===== config.mk =====
export PLATFORM = sky130hd
export DESIGN_NAME = pci_irq_router
export DESIGN_NICKNAME = d
export VERILOG_FILES = /design/src/rtl/pci_irq_router_pkg.sv /design/src/rtl/irq_mode_tracker.sv /design/src/rtl/irq_slot_router.sv /design/src/rtl/pci_irq_router.sv
export SDC_FILE = /design/constraint.sdc
export NUM_CORES = 1
export LEC_CHECK = 0
export ABC_CLOCK_PERIOD_IN_PS = 1900
export CAP_MARGIN = 15
export CORE_AREA = 5 5 53 55
export DETAILED_ROUTE_END_ITERATION = 6
export DIE_AREA = 0 0 58 60
export PLACE_DENSITY = 0.82
export SETUP_SLACK_MARGIN = 0.5
export SYNTH_ARGS = -nofsm -noshare
export SYNTH_HDL_FRONTEND = slang
export SYNTH_SLANG_ARGS = --single-unit

===== constraint.sdc =====
create_clock -name clk -period 1.9 [get_ports clk]
set_input_delay 0.57 -clock clk [delete_from_list [all_inputs] [get_ports clk]]
set_output_delay 0.57 -clock clk [all_outputs]
set_load 0.01 [all_outputs]

===== src/rtl/pci_irq_router_pkg.sv =====
package pci_irq_router_pkg;

    typedef enum logic [1:0] {
        MODE_ASSUME = 2'd0,
        MODE_LEGACY = 2'd1,
        MODE_FORCED = 2'd2
    } route_mode_t;

    localparam int PINS_PER_SLOT = 4;
    localparam int NUM_OUTPUTS   = 4;
    localparam int SLOT_W        = 5;

    typedef struct packed {
        logic              strobe;
        logic [SLOT_W-1:0] slot;
        logic [7:0]        offset;
        logic [7:0]        low_byte;
    } snoop_t;

    // Output index for one pin of one slot
    function automatic logic [1:0] route_index(
        input logic [SLOT_W-1:0] slot,
        input logic [1:0]        pin,
        input logic              var_b,
        input route_mode_t       mode
    );
        logic [1:0] offs;
        if (!var_b && mode == MODE_LEGACY)
            return pin;
        offs = var_b ? 2'd3 : 2'd2;
        return slot[1:0] + pin + offs;
    endfunction

endpackage


===== src/rtl/irq_mode_tracker.sv =====
module irq_mode_tracker
    import pci_irq_router_pkg::*;
#(
    parameter logic [7:0] LINE_OFFSET = 8'h3C,
    parameter logic [7:0] LEGACY_CODE = 8'd27
) (
    input  logic        clk,
    input  logic        rst,
    input  logic        variant_b,
    input  snoop_t      snoop,
    output route_mode_t mode
);

    route_mode_t mode_q;
    logic        hits_line;
    logic        slot_differs;
    logic        take;

    assign hits_line    = snoop.strobe && (snoop.offset == LINE_OFFSET);
    assign slot_differs = (snoop.slot[1:0] != 2'd2);
    assign take         = hits_line && !variant_b && (mode_q == MODE_ASSUME) && slot_differs;

    always_ff @(posedge clk) begin
        if (rst)
            mode_q <= MODE_ASSUME;
        else if (take)
            mode_q <= (snoop.low_byte == LEGACY_CODE) ? MODE_LEGACY : MODE_FORCED;
    end

    assign mode = mode_q;

    a_r1_reset_assume: assert property (@(posedge clk) disable iff (rst)
        $past(rst) |-> mode_q == MODE_ASSUME);

    a_r2_sticky: assert property (@(posedge clk) disable iff (rst)
        (mode_q != MODE_ASSUME) |=> $stable(mode_q));

    a_r3_variant_b_hold: assert property (@(posedge clk) disable iff (rst)
        variant_b |=> mode_q == MODE_ASSUME);

    a_r4_ignore_other: assert property (@(posedge clk) disable iff (rst)
        !hits_line |=> $stable(mode_q));

    a_r6_slot_two: assert property (@(posedge clk) disable iff (rst)
        (snoop.strobe && snoop.slot[1:0] == 2'd2) |=> $stable(mode_q));

    a_r7_legacy_code: assert property (@(posedge clk) disable iff (rst)
        (hits_line && !variant_b && mode_q == MODE_ASSUME && snoop.slot[1:0] != 2'd2
         && snoop.low_byte == LEGACY_CODE) |=> mode_q == MODE_LEGACY);

    a_r7_other_code: assert property (@(posedge clk) disable iff (rst)
        (hits_line && !variant_b && mode_q == MODE_ASSUME && snoop.slot[1:0] != 2'd2
         && snoop.low_byte != LEGACY_CODE) |=> mode_q == MODE_FORCED);

    a_r1_legal_code: assert property (@(posedge clk) disable iff (rst)
        mode_q != route_mode_t'(2'd3));

endmodule


===== src/rtl/irq_slot_router.sv =====
module irq_slot_router
    import pci_irq_router_pkg::*;
#(
    parameter int NUM_SLOTS  = 4,
    parameter int FIRST_SLOT = 28
) (
    input  logic                               clk,
    input  logic                               rst,
    input  logic                               variant_b,
    input  route_mode_t                        mode,
    input  logic [PINS_PER_SLOT*NUM_SLOTS-1:0] slot_int,
    output logic [NUM_OUTPUTS-1:0]             sys_irq
);

    logic [NUM_OUTPUTS-1:0] contrib [NUM_SLOTS];

    for (genvar i = 0; i < NUM_SLOTS; i++) begin : g_slot
        localparam logic [SLOT_W-1:0] SLOT_NUM = SLOT_W'(FIRST_SLOT + i);
        always_comb begin
            contrib[i] = '0;
            for (int p = 0; p < PINS_PER_SLOT; p++) begin
                if (slot_int[PINS_PER_SLOT*i + p])
                    contrib[i][route_index(SLOT_NUM, 2'(p), variant_b, mode)] = 1'b1;
            end
        end
    end

    always_comb begin
        sys_irq = '0;
        for (int i = 0; i < NUM_SLOTS; i++)
            sys_irq = sys_irq | contrib[i];
    end

    a_r10_quiet: assert property (@(posedge clk) disable iff (rst)
        (slot_int == '0) |-> (sys_irq == '0));

    a_r10_reaches_out: assert property (@(posedge clk) disable iff (rst)
        (slot_int != '0) |-> (sys_irq != '0));

    a_r10_bounded: assert property (@(posedge clk) disable iff (rst)
        $countones(sys_irq) <= $countones(slot_int));

endmodule


===== src/rtl/pci_irq_router.sv =====
module pci_irq_router
    import pci_irq_router_pkg::*;
#(
    parameter int         NUM_SLOTS   = 4,
    parameter int         FIRST_SLOT  = 28,
    parameter int         ADDR_W      = 24,
    parameter int         DATA_W      = 32,
    parameter logic [7:0] LINE_OFFSET = 8'h3C,
    parameter logic [7:0] LEGACY_CODE = 8'd27
) (
    input  logic                               clk,
    input  logic                               rst,
    input  logic                               variant_b,
    input  logic [PINS_PER_SLOT*NUM_SLOTS-1:0] slot_int,
    input  logic                               cfg_wr,
    input  logic [ADDR_W-1:0]                  cfg_addr,
    input  logic [DATA_W-1:0]                  cfg_data,
    output logic [NUM_OUTPUTS-1:0]             sys_irq,
    output logic [1:0]                         mode
);

    localparam int SLOT_LSB = 11;

    snoop_t      snoop;
    route_mode_t cur_mode;

    assign snoop.strobe   = cfg_wr;
    assign snoop.slot     = cfg_addr[SLOT_LSB +: SLOT_W];
    assign snoop.offset   = cfg_addr[7:0];
    assign snoop.low_byte = cfg_data[7:0];

    irq_mode_tracker #(
        .LINE_OFFSET(LINE_OFFSET),
        .LEGACY_CODE(LEGACY_CODE)
    ) u_tracker (
        .clk      (clk),
        .rst      (rst),
        .variant_b(variant_b),
        .snoop    (snoop),
        .mode     (cur_mode)
    );

    irq_slot_router #(
        .NUM_SLOTS (NUM_SLOTS),
        .FIRST_SLOT(FIRST_SLOT)
    ) u_router (
        .clk      (clk),
        .rst      (rst),
        .variant_b(variant_b),
        .mode     (cur_mode),
        .slot_int (slot_int),
        .sys_irq  (sys_irq)
    );

    assign mode = cur_mode;

endmodule


* Word-level counts from Yosys, hierarchy flattened
Cells that the tools add are included.
Storage, ports and cells: bits in registers 2, input bits 76, output and inout bits 6, word-level logic and storage cells 181
Cells by class: add/sub/neg operators 3, magnitude comparators 32, eq/ne operators 4, multiplexer cells 103, bitwise gates (word level) 15, reductions and logical operators 23
Operators with widths (number):
- 2-bit 2-to-1 mux | 37
- 4-bit 2-to-1 mux | 16
- 4-bit bitwise OR | 15
- 2-bit by 3-bit < comparator with 1-bit output, second input constant | 16
- 1-bit 2-to-1 mux | 34
- 1-bit demux with 2-bit select | 16
- 2-bit by 1-bit greater-or-equal comparator with 1-bit output, second input constant | 16
- 1-bit logical AND | 21
- 8-bit by 5-bit equality test with 1-bit output, second input constant | 1
- 8-bit by 6-bit equality test with 1-bit output, second input constant | 1
- 2-bit adder, first input constant | 2
- 1-bit by 2-bit adder with 2-bit output, first input constant | 1
- 2-bit by 1-bit equality test with 1-bit output, second input constant | 1
- 2-bit logical NOT | 1
- 2-bit inequality test, second input constant | 1
- 1-bit logical NOT | 1

* Logic depth before layout (Yosys ltp)
Gate-level depths: netlist of the first run.
depth in word-level cells 20, mapped depth 4, depth with buffers taken out 3

* Cells and area by module
A second synthesis of the first run with hierarchy kept.
Unflattened totals: cell total of the unflattened synthesis 34, area total of the unflattened synthesis 269.0 µm²
By module, submodules not included:
- irq_mode_tracker | times used 1, cells an instance 15, area an instance 143.9 µm², sequential area each 40.0 µm²
- irq_slot_router | times used 1, cells an instance 19, area an instance 125.1 µm², sequential area each 0.0 µm²

* Worst setup path before layout of the first run
Ideal clock, no wire load.
path kind register -> output, from register u_tracker.mode_q[0], in the netlist u_tracker.mode[0], to output sys_irq[0], arrival time 1269 ps, required time 1330 ps, path slack 61 ps, cell stages (with the launch flop) 4, buffers on the path 0, cells stage by stage dfxtp_1 > nor2b_1 > mux2_2 > a32oi_1
Between the ends: word-level cells in the longest chain between the ends 20, elaborated cells on any way between the ends 162, those cells by class 32 x order compare; 1 x eq/ne; 97 x mux; 15 x bitwise; 17 x reduce/logical
RTL lines:
- start, declared | RTL line irq_mode_tracker.sv:14 | route_mode_t mode_q;
- start signal, assigned | RTL line irq_mode_tracker.sv:27 | mode_q <= (snoop.low_byte == LEGACY_CODE) ? MODE_LEGACY : MODE_FORCED;
- 2-bit by 1-bit equality test with 1-bit output * | RTL line pci_irq_router_pkg.sv:28 | if (!var_b && mode == MODE_LEGACY)
- 1-bit logical AND * | RTL line pci_irq_router_pkg.sv:28
- 1-bit 2-to-1 mux * | RTL line pci_irq_router_pkg.sv:28
- 1-bit 2-to-1 mux | RTL line irq_slot_router.sv:22 | if (slot_int[PINS_PER_SLOT*i + p])
- 2-bit 2-to-1 mux | RTL line pci_irq_router_pkg.sv:30 | offs = var_b ? 2'd3 : 2'd2;
- 2-bit 2-to-1 mux | RTL line irq_slot_router.sv:22
- 2-bit by 3-bit < comparator with 1-bit output (implied by the code) / 2-bit by 1-bit greater-or-equal comparator with 1-bit output (equally long branches) | RTL line irq_slot_router.sv:23 | contrib[i][route_index(SLOT_NUM, 2'(p), variant_b, mode)] = 1'b1;
- 1-bit logical AND (implied by the code) | RTL line irq_slot_router.sv:23
- [3 not listed]
- 4-bit bitwise OR (no source line)
- 4-bit 2-to-1 mux | RTL line irq_slot_router.sv:22
- 4-bit bitwise OR (no source line)
- 4-bit 2-to-1 mux | RTL line irq_slot_router.sv:22
- 4-bit bitwise OR (no source line)
- 4-bit 2-to-1 mux | RTL line irq_slot_router.sv:22
- 4-bit bitwise OR (2 in a row) | RTL line irq_slot_router.sv:31 | sys_irq = sys_irq | contrib[i];
- 4-bit bitwise OR * | RTL line irq_slot_router.sv:31
- end, declared | RTL line pci_irq_router.sv:18 | output logic [NUM_OUTPUTS-1:0] sys_irq,
Mark *: on every way between the ends. The rest lies on a longest branch, timed or not. The select of a mux whose other input is x is not followed.

* Worst setup path after layout of the first run
from input slot_int[1], to output sys_irq[3]
Between the ends: word-level cells in the longest chain between the ends 8
RTL lines:
- start, declared | RTL line pci_irq_router.sv:14 | input logic [PINS_PER_SLOT*NUM_SLOTS-1:0] slot_int,
- 4-bit 2-to-1 mux * | RTL line irq_slot_router.sv:22
- 4-bit bitwise OR (no source line)
- 4-bit 2-to-1 mux * | RTL line irq_slot_router.sv:22
- 4-bit bitwise OR (no source line)
- 4-bit 2-to-1 mux * | RTL line irq_slot_router.sv:22
- 4-bit bitwise OR * (3 in a row) | RTL line irq_slot_router.sv:31
Mark *: on every way between the ends. The rest lies on a longest branch, timed or not.

==> summary.txt, run 1 <==
Timing
  • RSZ-0062 raised after global routing: true
  • Crit share post-route: 104%
  • Hold slack: 562 ps
  • Max Slew Vio Count: 0
  • Worst-Margin Slew: 229 ps
  • Clock Skews: 4.07 ps
  • Relative slew slack: 84.6%
  • Top achievable clock speed: 0.504 GHz
  • Endpoints failing setup: 4
  • Final setup margin: -82.7 ps
  • Sum of negative setup slack: -280 ps
  • Tmin final: 1980 ps
  • Final Hold Vio Count: 0

Global route
  • Global route total overflow: 0
  • Vias in the first global route: 589
  • Pin count of the biggest net entering global routing: 9
  • Global-route usage over all layers: 9.64%
  • Initial antenna violation count: 0
  • Global-route wire length before repair: 2540 µm

Routing
  • Post-route ant nets: 0
  • Routed Wire Length: 1700 µm
  • Vias per std cell: 4.39
  • Drt pass-1 iters: 2
  • Routed vias: 544
  • Initial DRC count: 3
  • Residual DRC: 0
  • WL/cell: 13.7 µm

Placement
  • Port bufs: 43
  • Placer Congestion: 0.826
  • Placed wire-length estimate: 1430 µm

CTS
  • CTS tree: done
  • Setup Buffers After CTS: 0
  • Clock latency on the worst-skew pair: 230 ps
  • Sink Count: 2
  • Max clock buf depth: 2
  • Root Buffer: clkbuf_4
  • CTS Buf Count: 3
  • Clock H-tree levels: 1
  • CTS clk-pin slew, worst paths: 30 ps
  • Hold buffer count at CTS: 0

Critical path
  • Crit Path Category: in -> out
  • Setup crit end kind: output pin
  • CP arrival: 1410 ps
  • Crit path launch type: input port
  • CP Max Fanout: 2
  • Data required time at the worst endpoint: 1330 ps

Layout
  • Final Util: 39.1%
  • Share of cells above drive strength 1: 58.5%
  • Commonest non-fill, non-tap cells in the layout: 11 x dlygate4sd2_1, 10 x buf_2, 7 x buf_4
  • Diode count: 0
  • Layout Nets: 172
  • Commonest non-fill, non-tap cell in the layout: dlygate4sd2_1
  • Largest register FFs: 2
  • Layout area overhead: 187%

Power
  • Net Sw Power: 68.6 µW
  • Total power: 254 µW
  • Comb power frac: 45.2%
  • Leakage: 0.435 nW
  • Int Pwr: 185 µW
  • Peak supply drop: 0.205 mV
  • PwrDens: 277 nW/µm²
  • Sw Share: 27.0%
  • Clk pwr share: 38.1%
  • Flop pwr share: 16.7%

Run status
  • Status: finished, violations left
  • Failing checks: setup timing

Synth
  • Synth Area per Inst: 7.78 µm²
  • Post-Syn Nets: 117
  • Mapped Cells: 41
  • Seq/Total Area, Yosys: 12.5%
  • Yosys warnings: 0
  • FF+latch count, synth: 2
  • Synth cell types: 16
  • Post-synthesis cell area: 319 µm²

Run
  • Max-Cap Viols: 0

Worst hold path
  • HP Class: reg -> reg

Floorplan
  • # IOs: 82
  • Starting Density: 13.6%
  • Die Ht: 60 µm
  • DIE AREA: 3480 µm²
  • Die W: 58 µm
  • Row count: 18
  • Core ar.: 2340 µm²
[worst max-delay path: stages]
cell and delay (ps):
clkdlybuf4s15_1 210, nor3_2 60, mux2_4 270, a32oi_2 140, buf_2 160
[stage by stage]
step	worst slack [ps]	cell area, µm²	cells
final	-82.7	916	124
after global routing	-136	916	124
after CTS	-99.4	911	124
after detailed placement	-803	895	121
after global placement	-789	895	121
after floorplan	263	387	41
[cell families after synthesis]
kind of cell | after synthesis | share of synthesized area [%]
muxes | 4 | 14.1
AOI/OAI and AO/OA | 6 | 18.8
buffers and inverters | 6 | 9.41
DFF | 2 | 12.5
and+or+nand+nor | 23 | 45.1
[what timing repair did]
item,4_1_cts,5_1_grt
gates resized for setup,103,15
pin swaps,10,9
setup endpoints to repair,8,7
[routing by layer]
metal  part of all wire, %  global-route usage [%]
met5                     0                       0
met4                  0.41                    3.97
met3                    10                    4.10
met2                    56                    18.5
met1                    34                    8.82
[path summary, 6_finish.rpt]
| check | from | end | slack, ps | depth (start not counted) |
|---|---|---|---|---|
| max | slot_int[1] | sys_irq[3] | -80 | 5 |
| min | u_tracker.mode[0]$_SDFFE_PP0P_ | u_tracker.mode[0]$_SDFFE_PP0P_ | 560 | 3 |
| max reg2reg | u_tracker.mode[1]$_SDFFE_PP0P_ | u_tracker.mode[0]$_SDFFE_PP0P_ | 770 | 4 |
| min reg2reg | u_tracker.mode[0]$_SDFFE_PP0P_ | u_tracker.mode[0]$_SDFFE_PP0P_ | 560 | 3 |
[power groups by stage]
stage          clock, mW  combinational [mW]  sequential [mW]
2_1_floorplan          0              0.0323           0.0429
4_1_cts            0.104               0.118           0.0423
5_1_grt            0.107               0.124           0.0423
6_report          0.0966               0.115           0.0423
3_3_place_gp           0               0.127           0.0429
3_5_place_dp           0               0.130           0.0429
[synth_stat cells]
master	number	area [µm²]
nor3_1	8	40.0
inv_1	5	18.8
nor2_1	5	18.8
a32oi_1	4	35.0
mux2_2	4	45.0
dfxtp_1	2	40.0
nand2b_1	2	12.5
nand4b_1	2	17.5
nor2b_1	2	12.5
buf_6	1	11.3
nand4_1	1	6.26
nor3b_1	1	7.51
nor4b_2	1	15.0
o32ai_1	1	8.76
o41ai_2	1	16.3
or4b_4	1	13.8
[layout make-up]
class	instances	area, µm²
multi-input combinational	33	363
clock buffer	3	22.5
tap	30	37.5
sequential	2	42.5
fill	256	1430
timing repair buffer	51	432
inverter	5	18.8
Note: power is estimated with default switching activity, not from simulation.
==> run 2: changes to the inputs <==
--- a/config.mk
+++ b/config.mk
@@ -12,6 +12,7 @@
 export DIE_AREA = 0 0 58 60
 export PLACE_DENSITY = 0.82
 export SETUP_SLACK_MARGIN = 0.5
+export SLEW_MARGIN = 10
 export SYNTH_ARGS = -nofsm -noshare
 export SYNTH_HDL_FRONTEND = slang
 export SYNTH_SLANG_ARGS = --single-unit
==> results of run 2 <==
Final layout, timing and power as in run 1 (identical DEF).
